$ cat src/rtl/vcmp_pkg.sv
package vcmp_pkg;

  // Compare codes; bit 2 selects ordering compares, bit 1 unsigned, bit 0 inverts.
  localparam logic [2:0] CMP_EQ  = 3'b000;
  localparam logic [2:0] CMP_NE  = 3'b001;
  localparam logic [2:0] CMP_LT  = 3'b100;
  localparam logic [2:0] CMP_GE  = 3'b101;
  localparam logic [2:0] CMP_LTU = 3'b110;
  localparam logic [2:0] CMP_GEU = 3'b111;

  typedef enum logic {
    ST_IDLE = 1'b0,
    ST_RUN  = 1'b1
  } vcmp_state_e;

endpackage

$ cat src/rtl/vcmp_rst_sync.sv
module vcmp_rst_sync (
  input  logic clk,
  input  logic rst_n,
  output logic rst_sync_n
);

  logic [1:0] sync_q;

  always_ff @(posedge clk or negedge rst_n) begin
    if (!rst_n) sync_q <= 2'b00;
    else        sync_q <= {sync_q[0], 1'b1};
  end

  assign rst_sync_n = sync_q[1];

endmodule

$ cat src/rtl/vcmp_lane.sv
module vcmp_lane
  import vcmp_pkg::*;
#(
  parameter int XLEN = 32
) (
  input  logic [XLEN-1:0] a_i,
  input  logic [XLEN-1:0] b_i,
  input  logic [2:0]      cmp_i,
  output logic            hit_o
);

  logic is_eq;
  logic is_ltu;
  logic is_lts;

  assign is_eq  = (a_i == b_i);
  assign is_ltu = (a_i < b_i);
  assign is_lts = ($signed(a_i) < $signed(b_i));

  always_comb begin
    case (cmp_i)
      CMP_EQ:  hit_o = is_eq;
      CMP_NE:  hit_o = !is_eq;
      CMP_LT:  hit_o = is_lts;
      CMP_GE:  hit_o = !is_lts;
      CMP_LTU: hit_o = is_ltu;
      CMP_GEU: hit_o = !is_ltu;
      default: hit_o = 1'b0;
    endcase
  end

endmodule

$ cat src/rtl/vcmp_ctrl.sv
module vcmp_ctrl
  import vcmp_pkg::*;
#(
  parameter int XLEN  = 32,
  parameter int LANES = 4,
  parameter int AW    = 5,
  parameter int VLW   = 7,
  parameter int IW    = 7
) (
  input  logic           clk,
  input  logic           rst_n,
  input  logic           start_i,
  input  logic [VLW-1:0] vl_i,
  input  logic [2:0]     cmp_i,
  input  logic [AW-1:0]  s1_base_i,
  input  logic           s1_vec_i,
  input  logic [AW-1:0]  s2_base_i,
  input  logic           s2_vec_i,
  input  logic           hit0_i,
  output logic           busy_o,
  output logic [IW-1:0]  idx_o,
  output logic [IW-1:0]  vl_o,
  output logic [2:0]     cmp_o,
  output logic [AW-1:0]  s1_base_o,
  output logic           s1_vec_o,
  output logic [AW-1:0]  s2_base_o,
  output logic           s2_vec_o,
  output logic           clr_o,
  output logic           upd_o,
  output logic           done_o,
  output logic           br_valid_o,
  output logic           br_taken_o
);

  localparam logic [VLW-1:0] VL_CAP = VLW'(XLEN);
  localparam logic [IW-1:0]  STEP   = IW'(LANES);

  vcmp_state_e state_q, state_d;
  logic [IW-1:0]  idx_q, idx_d;
  logic [IW-1:0]  vl_q;
  logic [2:0]     cmp_q;
  logic [AW-1:0]  b1_q, b2_q;
  logic           v1_q, v2_q, scal_q;
  logic           done_q, done_d;
  logic           brv_q, brv_d;
  logic           brt_q, brt_d;

  logic           accept;
  logic           both_scalar;
  logic [VLW-1:0] vl_cap;
  logic           last_step;

  assign accept      = (state_q == ST_IDLE) && start_i;
  assign both_scalar = !s1_vec_i && !s2_vec_i;
  assign vl_cap      = (vl_i > VL_CAP) ? VL_CAP : vl_i;
  assign last_step   = (idx_q + STEP) >= vl_q;

  // Next-state process
  always_comb begin
    state_d = state_q;
    idx_d   = idx_q;
    done_d  = 1'b0;
    brv_d   = 1'b0;
    brt_d   = brt_q;
    case (state_q)
      ST_IDLE: begin
        if (accept) begin
          idx_d = '0;
          if (both_scalar)        state_d = ST_RUN;
          else if (vl_cap == '0)  done_d  = 1'b1;
          else                    state_d = ST_RUN;
        end
      end
      ST_RUN: begin
        if (scal_q) begin
          brv_d   = 1'b1;
          brt_d   = hit0_i;
          state_d = ST_IDLE;
        end else begin
          idx_d = idx_q + STEP;
          if (last_step) begin
            done_d  = 1'b1;
            state_d = ST_IDLE;
          end
        end
      end
      default: state_d = ST_IDLE;
    endcase
  end

  // Control registers
  always_ff @(posedge clk or negedge rst_n) begin
    if (!rst_n) begin
      state_q <= ST_IDLE;
      idx_q   <= '0;
      done_q  <= 1'b0;
      brv_q   <= 1'b0;
      brt_q   <= 1'b0;
    end else begin
      state_q <= state_d;
      idx_q   <= idx_d;
      done_q  <= done_d;
      brv_q   <= brv_d;
      brt_q   <= brt_d;
    end
  end

  // Operation fields, enabled on acceptance
  always_ff @(posedge clk or negedge rst_n) begin
    if (!rst_n) begin
      vl_q   <= '0;
      cmp_q  <= '0;
      b1_q   <= '0;
      b2_q   <= '0;
      v1_q   <= 1'b0;
      v2_q   <= 1'b0;
      scal_q <= 1'b0;
    end else if (accept) begin
      vl_q   <= IW'(vl_cap);
      cmp_q  <= cmp_i;
      b1_q   <= s1_base_i;
      b2_q   <= s2_base_i;
      v1_q   <= s1_vec_i;
      v2_q   <= s2_vec_i;
      scal_q <= both_scalar;
    end
  end

  assign busy_o     = (state_q == ST_RUN);
  assign idx_o      = idx_q;
  assign vl_o       = vl_q;
  assign cmp_o      = cmp_q;
  assign s1_base_o  = b1_q;
  assign s1_vec_o   = v1_q;
  assign s2_base_o  = b2_q;
  assign s2_vec_o   = v2_q;
  assign clr_o      = accept && !both_scalar;
  assign upd_o      = (state_q == ST_RUN) && !scal_q;
  assign done_o     = done_q;
  assign br_valid_o = brv_q;
  assign br_taken_o = brt_q;

endmodule

$ cat src/rtl/vcmp_pacc.sv
module vcmp_pacc #(
  parameter int XLEN  = 32,
  parameter int LANES = 4,
  parameter int IW    = 7
) (
  input  logic             clk,
  input  logic             rst_n,
  input  logic             clr_i,
  input  logic             upd_i,
  input  logic [IW-1:0]    idx_i,
  input  logic [LANES-1:0] hits_i,
  output logic [XLEN-1:0]  pred_o
);

  logic [XLEN-1:0] pred_q, pred_d;
  logic            pred_en;

  assign pred_en = clr_i || upd_i;

  always_comb begin
    if (clr_i) pred_d = '0;
    else       pred_d = pred_q | (XLEN'(hits_i) << idx_i);
  end

  always_ff @(posedge clk or negedge rst_n) begin
    if (!rst_n)       pred_q <= '0;
    else if (pred_en) pred_q <= pred_d;
  end

  assign pred_o = pred_q;

endmodule

$ cat src/rtl/vcmp_predgen.sv
module vcmp_predgen
  import vcmp_pkg::*;
#(
  parameter int XLEN  = 32,
  parameter int NREGS = 32,
  parameter int LANES = 4,
  localparam int AW   = $clog2(NREGS),
  localparam int VLW  = $clog2(XLEN + 1) + 1,
  localparam int IW   = $clog2(XLEN + LANES) + 1
) (
  input  logic                  clk,
  input  logic                  rst_n,
  input  logic                  start_i,
  input  logic [VLW-1:0]        vl_i,
  input  logic [2:0]            cmp_i,
  input  logic [AW-1:0]         src1_base_i,
  input  logic                  src1_vec_i,
  input  logic [AW-1:0]         src2_base_i,
  input  logic                  src2_vec_i,
  output logic [LANES*AW-1:0]   rd1_addr_o,
  input  logic [LANES*XLEN-1:0] rd1_data_i,
  output logic [LANES*AW-1:0]   rd2_addr_o,
  input  logic [LANES*XLEN-1:0] rd2_data_i,
  output logic                  busy_o,
  output logic                  done_o,
  output logic [XLEN-1:0]       pred_o,
  output logic                  br_valid_o,
  output logic                  br_taken_o
);

  logic            rst_int_n;
  logic [IW-1:0]   idx;
  logic [IW-1:0]   vl_q;
  logic [2:0]      cmp_q;
  logic [AW-1:0]   b1, b2;
  logic            v1, v2;
  logic            clr, upd;
  logic [LANES-1:0] raw_hit;
  logic [LANES-1:0] act;
  logic [LANES-1:0] hits;

  vcmp_rst_sync u_rst (
    .clk        (clk),
    .rst_n      (rst_n),
    .rst_sync_n (rst_int_n)
  );

  vcmp_ctrl #(
    .XLEN (XLEN), .LANES (LANES), .AW (AW), .VLW (VLW), .IW (IW)
  ) u_ctrl (
    .clk        (clk),
    .rst_n      (rst_int_n),
    .start_i    (start_i),
    .vl_i       (vl_i),
    .cmp_i      (cmp_i),
    .s1_base_i  (src1_base_i),
    .s1_vec_i   (src1_vec_i),
    .s2_base_i  (src2_base_i),
    .s2_vec_i   (src2_vec_i),
    .hit0_i     (raw_hit[0]),
    .busy_o     (busy_o),
    .idx_o      (idx),
    .vl_o       (vl_q),
    .cmp_o      (cmp_q),
    .s1_base_o  (b1),
    .s1_vec_o   (v1),
    .s2_base_o  (b2),
    .s2_vec_o   (v2),
    .clr_o      (clr),
    .upd_o      (upd),
    .done_o     (done_o),
    .br_valid_o (br_valid_o),
    .br_taken_o (br_taken_o)
  );

  for (genvar l = 0; l < LANES; l++) begin : g_lane
    localparam logic [AW-1:0] LOFF = AW'(l);
    localparam logic [IW-1:0] LIDX = IW'(l);
    logic [AW-1:0] a1, a2;

    assign a1 = v1 ? (b1 + AW'(idx) + LOFF) : b1;
    assign a2 = v2 ? (b2 + AW'(idx) + LOFF) : b2;
    assign rd1_addr_o[l*AW +: AW] = a1;
    assign rd2_addr_o[l*AW +: AW] = a2;

    vcmp_lane #(.XLEN (XLEN)) u_lane (
      .a_i   (rd1_data_i[l*XLEN +: XLEN]),
      .b_i   (rd2_data_i[l*XLEN +: XLEN]),
      .cmp_i (cmp_q),
      .hit_o (raw_hit[l])
    );

    assign act[l]  = (idx + LIDX) < vl_q;
    assign hits[l] = raw_hit[l] && act[l];
  end

  vcmp_pacc #(.XLEN (XLEN), .LANES (LANES), .IW (IW)) u_pacc (
    .clk    (clk),
    .rst_n  (rst_int_n),
    .clr_i  (clr),
    .upd_i  (upd),
    .idx_i  (idx),
    .hits_i (hits),
    .pred_o (pred_o)
  );

endmodule

$ cat config.mk
export PLATFORM = sky130hd
export DESIGN_NAME = vcmp_predgen
export DESIGN_NICKNAME = d
export VERILOG_FILES = /design/src/rtl/vcmp_pkg.sv /design/src/rtl/vcmp_rst_sync.sv /design/src/rtl/vcmp_lane.sv /design/src/rtl/vcmp_ctrl.sv /design/src/rtl/vcmp_pacc.sv /design/src/rtl/vcmp_predgen.sv
export SDC_FILE = /design/constraint.sdc
export NUM_CORES = 1
export LEC_CHECK = 0
export ABC_CLOCK_PERIOD_IN_PS = 3890
export BUFFER_PORTS_ARGS = -buffer_cell sky130_fd_sc_hd__buf_4
export CELL_PAD_IN_SITES_DETAIL_PLACEMENT = 1
export CELL_PAD_IN_SITES_GLOBAL_PLACEMENT = 1
export CORE_MARGIN = 3
export CORE_UTILIZATION = 35
export CTS_CLUSTER_DIAMETER = 100
export CTS_CLUSTER_SIZE = 30
export DETAILED_ROUTE_END_ITERATION = 7
export PLACE_DENSITY = 0.94
export SLEW_MARGIN = 20
export SYNTH_ARGS = -nofsm -noshare
export SYNTH_HDL_FRONTEND = slang
export SYNTH_SLANG_ARGS = --single-unit
$ cat constraint.sdc
create_clock -name clk -period 3.89 [get_ports clk]
set_input_delay 0.778 -clock clk [delete_from_list [all_inputs] [get_ports clk]]
set_output_delay 0.778 -clock clk [all_outputs]
set_load 0.05 [all_outputs]
-- Word level (Yosys, flattened, before mapping)
Cells that the tools add are included.
- mux-type cells: 31
- eq/ne operators: 11
- reduce and logical (&&, ||, !) cells: 29
- shifts and indexed selects: 1
- bitwise operators: 2
- add/subtract/negate cells: 12
- order comparisons: 14
- operators with widths (cell ; count):
    less-than comparator 32 bit ; 8
    equality test 32 bit ; 4
    two-way mux 5 bit ; 8
    two-way mux 32 bit ; 1
    bitwise OR 32 bit ; 1
    left shift 4 x 7 -> 32 bit ; 1
    less-than comparator 7 bit ; 4
    case mux 1 bit (6 select lines) ; 4
    two-way mux 7 bit ; 3
    adder 5 x 2 -> 5 bit, second input constant ; 4
    zero test 1 bit ; 16
    adder 7 x 2 -> 7 bit, second input constant ; 2
    case mux 7 bit (2 select lines) ; 1
    equality test 3 bit, second input constant ; 4
    two-way mux 1 bit ; 12
    adder 5 x 1 -> 5 bit, second input constant ; 2
    adder 5 bit ; 2
    logical AND 1 bit ; 8
    adder 7 x 1 -> 7 bit, second input constant ; 1
    adder 7 x 3 -> 7 bit, second input constant ; 1
    >= comparator 7 bit ; 1
    > comparator 7 x 6 -> 1 bit, second input constant ; 1
    zero test 7 bit ; 1
    case mux 1 bit (2 select lines) ; 2
    other kinds (7) ; 8
- output and inout bits: 76
- flip-flop bits (word level): 68
- bits of input ports: 281

-- Logic depth before layout (Yosys ltp)
- depth after elaboration: 7
- gate-level depth with buffers: 10
- depth with buffers taken out: 10

-- Modules after synthesis
A second synthesis with hierarchy kept.
- cell total of the unflattened synthesis: 1027
- area, all modules: 8348.0 um^2
- by module, submodules not included (module ; times used ; cells each ; area each (um^2) ; seq. area each (um^2)):
    vcmp_lane ; 4 ; 120 ; 864.6 ; 0.0
    vcmp_predgen ; 1 ; 240 ; 1819.2 ; 0.0
    vcmp_pacc ; 1 ; 161 ; 1580.3 ; 800.8
    vcmp_ctrl ; 1 ; 143 ; 1436.4 ; 800.8
    vcmp_rst_sync ; 1 ; 3 ; 53.8 ; 50.0

-- Worst setup path before layout
OpenSTA, ideal clock, no wires.
- path type: register -> output
- from: register u_ctrl.idx_q[3] (netlist: u_ctrl.idx_o[3])
- to: output rd1_addr_o[14]
- data required time: 3112 ps
- arrival: 2635 ps
- setup slack: 477 ps
- stages on the path, launching flop included: 6
- cells stage by stage: dfrtp_1 > ha_1 > xor2_1 > nand3_1 > xnor2_1 > o21ai_0
- cells in the longest elaborated chain, start to end: 3
- RTL lines (item ; line ; source):
    from (decl) ; vcmp_ctrl.sv:39 ; logic [IW-1:0] idx_q, idx_d;
    from (signal assigned) ; vcmp_ctrl.sv:101 ; idx_q <= idx_d;
    adder 5 bit ; vcmp_predgen.sv:81 ; assign a1 = v1 ? (b1 + AW'(idx) + LOFF) : b1;
    adder 5 x 2 -> 5 bit ; vcmp_predgen.sv:81 ;
    two-way mux 5 bit ; vcmp_predgen.sv:81 ;
    to (decl) ; vcmp_predgen.sv:20 ; output logic [LANES*AW-1:0] rd1_addr_o,
Every way passes these cells.

-- Worst setup path in the final report
- from: register u_ctrl.idx_q[3] (netlist: u_ctrl.idx_o[3])
- to: output rd2_addr_o[14]
- cells in the longest elaborated chain, start to end: 3
- RTL lines (item ; line ; source):
    adder 5 bit ; vcmp_predgen.sv:82 ; assign a2 = v2 ? (b2 + AW'(idx) + LOFF) : b2;
    adder 5 x 2 -> 5 bit ; vcmp_predgen.sv:82 ;
    two-way mux 5 bit ; vcmp_predgen.sv:82 ;
    to (decl) ; vcmp_predgen.sv:22 ; output logic [LANES*AW-1:0] rd2_addr_o,
Every way passes these cells.

==> results.py <==
metrics = {
    "cells_and_area": {
        "drive_above_1_share": 0.3293,
        "stdcell_count": 1504,
        "insertedDiodeCount": 0,
        "area_delta_synth_final_pct": 44.59,
        "nNetsFinal": 1673,
    },
    "critical_path": {
        "cp_slowest_cell": "dfrtp_1",
        "cp.arrival_ns": 2.69,
        "r2r_start": "u_ctrl.idx_o[2]$_DFFE_PN0P_",
        "reg2regPathDepth": 9,
        "worst-path-max-fanout": 13,
        "critPathRequiredTime_ns": 3.11,
        "critical_path_class": "flop to output pin",
        "crit_chain": "ha_1, xor2_1, nand3_1, xnor2_1, o21ai_0, buf_4",
        "cp-start-kind": "flop",
        "critical-path-max-stage-delay_ns": 0.65,
        "cp-end-kind": "output pin",
        "timing.rr.end": "u_pacc.pred_o[15]$_DFFE_PN0P_",
        "reg2reg_slack_ns": 1.23,
    },
    "global_route": {
        "grt_max_degree": 36,
        "grt.total_usage": 0.2462,
        "grt_pass1_vias": 8704,
        "antenna_found_initial": 0,
        "grt_overflow": 0,
        "grt_pass1_wl_um": 43840,
    },
    "timing": {
        "finalSetupViolCount": 0,
        "fmax_ghz": 0.2887,
        "maxSlewHeadroom": 0.5441,
        "rsz0062_at_grt": "false",
        "post-route-period-util": 0.8906,
        "hold_viol_final": 0,
        "worstMarginPinSlew_ns": 0.6815,
        "tns_ns": 0,
        "slew_violations": 0,
        "fin_skew_ns": 0.01175,
        "finalCriticalPeriod_ns": 3.464,
    },
    "placement": {
        "dp.cells": 1488,
        "gp_congestion": 0.8925,
        "portBuffers": 356,
        "dp.final_hpwl_um": 24070,
    },
    "synth": {
        "synth_cells": 891,
        "muxShareOfSynthArea": 0.01043,
        "synthTopCellsByArea": "ha_1 27%, dfrtp_1 23%, inv_1 7.6%, nand2_1 6.2%, a21oi_1 3.8%",
        "synth_flop_cell": "dfrtp_1",
        "yosys.area.top_type": "ha_1",
        "synth_edf_count": 0,
        "synth-xor-area-share": 0.04383,
        "synthArstFlopShare": 1.000,
        "ys_types": 60,
        "yosysWarningCount": 0,
        "synth_top_family_by_area": "adder cells",
        "syn_nets": 1330,
        "syn_area_sq_um": 7194,
        "synth_compound_gate_area_share": 0.1871,
        "yosys.area_share.simple": 0.1569,
        "synth-seq-area-share": 0.2296,
        "synth_adder_area_share": 0.2748,
        "ys_ff_latch": 66,
        "synth_top_area_frac": 0.2748,
        "synth.avg_cell_area_sq_um": 8.075,
    },
    "floorplan": {
        "pin_count": 357,
        "dieArea_sq_um": 22310,
        "rows": 51,
        "die_w_um": 149.4,
        "initial_core_util": 0.3625,
        "core_sq_um": 19850,
        "die_y_um": 149.4,
    },
    "pwr": {
        "p_comb_frac": 0.712,
        "p_clk_frac": 0.121,
        "switching_power_mw": 3.955,
        "intPower_mw": 3.023,
        "p_leak_nw": 5.827,
        "seqPwrFrac": 0.167,
        "power_mw": 6.977,
        "p_sw_frac": 0.5668,
        "pwr_density_cell_nw_per_um2": 670.7,
        "peakVddDrop_mv": 0.4801,
    },
    "run_status": {
        "outcome": "completed",
    },
    "cts": {
        "post_cts_buffers": 0,
        "clockRootBuffer": "clkbuf_16",
        "htree_levels": 3,
        "hold_buffers": 0,
        "clk_latency_ns": 0.35,
        "cts.sinks": 66,
        "cts_tree": "done",
        "cts_buffers": 9,
        "clockBufferDepth": 2,
        "cts_resized": 0,
        "path_clk_slew_ns": 0.07,
    },
    "hold_path": {
        "hold_path.class": "primary input to asynchronous set/reset pin",
    },
    "route": {
        "vias": 7796,
        "drcViolationCount": 0,
        "drt.antenna.violating_nets": 0,
        "wl_um": 27960,
        "routed_via_density": 5.184,
        "first_iter_violations": 235,
        "first_pass_iters": 4,
        "wl_per_cell_um": 18.59,
    },
    "job": {
        "maxCapViolCount": 0,
    },
}
==> power by group through the flow <==
stage	Combinational (mW)	Clock (mW)	Sequential [mW]
after floorplan	3.30	0	1.28
after global placement	4.79	0	1.16
after detailed placement	4.95	0	1.17
after CTS	5.00	0.855	1.17
after global routing	5.33	0.887	1.21
final	4.97	0.844	1.17
==> cells in the mapped netlist (4+ instances only) <==
| cell | instances |
|---|---|
| o21ai_1 | 29 |
| o21a_1 | 4 |
| buf_4 | 8 |
| xor2_1 | 15 |
| dfrtp_1 | 66 |
| nand3_1 | 14 |
| inv_1 | 145 |
| nor4_1 | 4 |
| nor3_1 | 10 |
| o21ai_0 | 44 |
| buf_2 | 5 |
| a21oi_1 | 54 |
| clkbuf_1 | 15 |
| o21ai_2 | 9 |
| a21o_1 | 27 |
| nor2_1 | 32 |
| xnor2_1 | 21 |
| nand2b_1 | 5 |
| mux2_2 | 4 |
| nand4_1 | 26 |
| ha_1 | 158 |
| nand2_1 | 119 |
| nor2b_1 | 11 |
| o211ai_1 | 7 |
| a22o_1 | 5 |
==> worst max path at each step <==
stage | from | endpoint | slack [ns] | depth (start not counted)
2_1_floorplan | u_ctrl.idx_o[3]$_DFFE_PN0P_ | rd1_addr_o[14] | 0.48 | 5
3_3_place_gp | rd1_data_i[127] | u_pacc.pred_o[23]$_DFFE_PN0P_ | 0.61 | 10
3_5_place_dp | rd2_data_i[127] | u_pacc.pred_o[19]$_DFFE_PN0P_ | 0.42 | 11
4_1_cts | u_ctrl.idx_o[3]$_DFFE_PN0P_ | rd2_addr_o[14] | 0.39 | 6
5_1_grt | u_ctrl.idx_o[3]$_DFFE_PN0P_ | rd2_addr_o[14] | 0.19 | 6
6_report | u_ctrl.idx_o[3]$_DFFE_PN0P_ | rd2_addr_o[14] | 0.43 | 6
==> stage by stage <==
step           setup slack (ns)  hold WS, ns  instance area, sq um  utilization
6_report                 0.4257       0.1920                 10400       0.5242
5_1_grt                  0.1859       0.1829                 10400       0.5242
4_1_cts                  0.3910       0.1831                 10400       0.5242
3_5_place_dp             0.4246       0.3086                 10100       0.5089
3_3_place_gp             0.6075       0.3095                 10100       0.5089
2_1_floorplan            0.4771       0.3312                  7194            -
==> cell families after synthesis <==
kind of cell,after synthesis
AND/OR/NAND/NOR,238
AO/OA/AOI/OAI,209
buffers and inverters,176
adder cells (fa/ha/maj),158
flip-flops,66
XOR/XNOR,36
multiplexers,7
other,1
==> registers in the layout (all words and copies together) (netlist names) <==
name               cells
u_ctrl.busy_o          1
u_ctrl.done_o          1
u_ctrl.s2_base_o       5
u_rst.sync_q           2
u_ctrl.scal_q          1
u_pacc.pred_o         32
u_ctrl.cmp_o           3
u_ctrl.s1_vec_o        1
u_ctrl.br_valid_o      1
u_ctrl.br_taken_o      1
u_ctrl.s2_vec_o        1
u_ctrl.vl_o            7
u_ctrl.idx_o           5
u_ctrl.s1_base_o       5
==> placed cells by master, fill, tap and decap left out, types with 3 or more instances in the layout <==
cell type	synthesis	final
xnor2_1	21	21
dfrtp_1	66	65
nand2_1	119	119
o22ai_1	3	3
o21ai_1	29	28
a21o_1	27	27
o211ai_1	7	7
mux2i_1	3	3
ha_1	158	158
a31oi_1	3	3
a22o_1	5	5
and2_1	3	3
o21a_1	4	4
and4_1	3	3
mux2_2	4	4
o21ai_0	44	44
nand4_1	26	26
a21oi_1	54	54
clkinv_4	0	4
a221oi_1	3	3
buf_4	8	361
nor3_1	10	10
nor4_1	4	4
clkbuf_16	0	9
o21ai_2	9	10
nor2_1	32	32
inv_1	145	145
nand2b_1	5	5
nand3_1	14	14
xor2_1	15	15
nor2b_1	11	10
==> metal layers <==
metal | share of wire | track usage | vias to the layer above
met5 | 0 | 0 | -
met4 | 0.031 | 0.08238 | 0
met3 | 0.058 | 0.04983 | 62
met2 | 0.54 | 0.4792 | 268
met1 | 0.37 | 0.2617 | 3724
li1 | - | - | 3742
==> critical path, delay by kind of cell, from the launching register on <==
| family | cells | cell delay [ns] |
|---|---|---|
| AO/OA/AOI/OAI | 1 | 0.22 |
| XOR/XNOR | 2 | 0.67 |
| adder cells (fa/ha/maj) | 1 | 0.35 |
| buffers and inverters | 1 | 0.25 |
| flip-flops | 1 | 0.65 |
| AND/OR/NAND/NOR | 1 | 0.19 |
==> area by class of cell <==
type                    instances  area (sq um)
fillers                      2485          9443
multi-input cells             649          4852
repair buffers                361          2710
flip-flops and latches         66          1653
inverters                     147         551.8
well taps                     265         331.6
clock buffers                   9         225.2
clock inverters                 7         78.83
No activity file was read; power rests on OpenSTA's default activity.
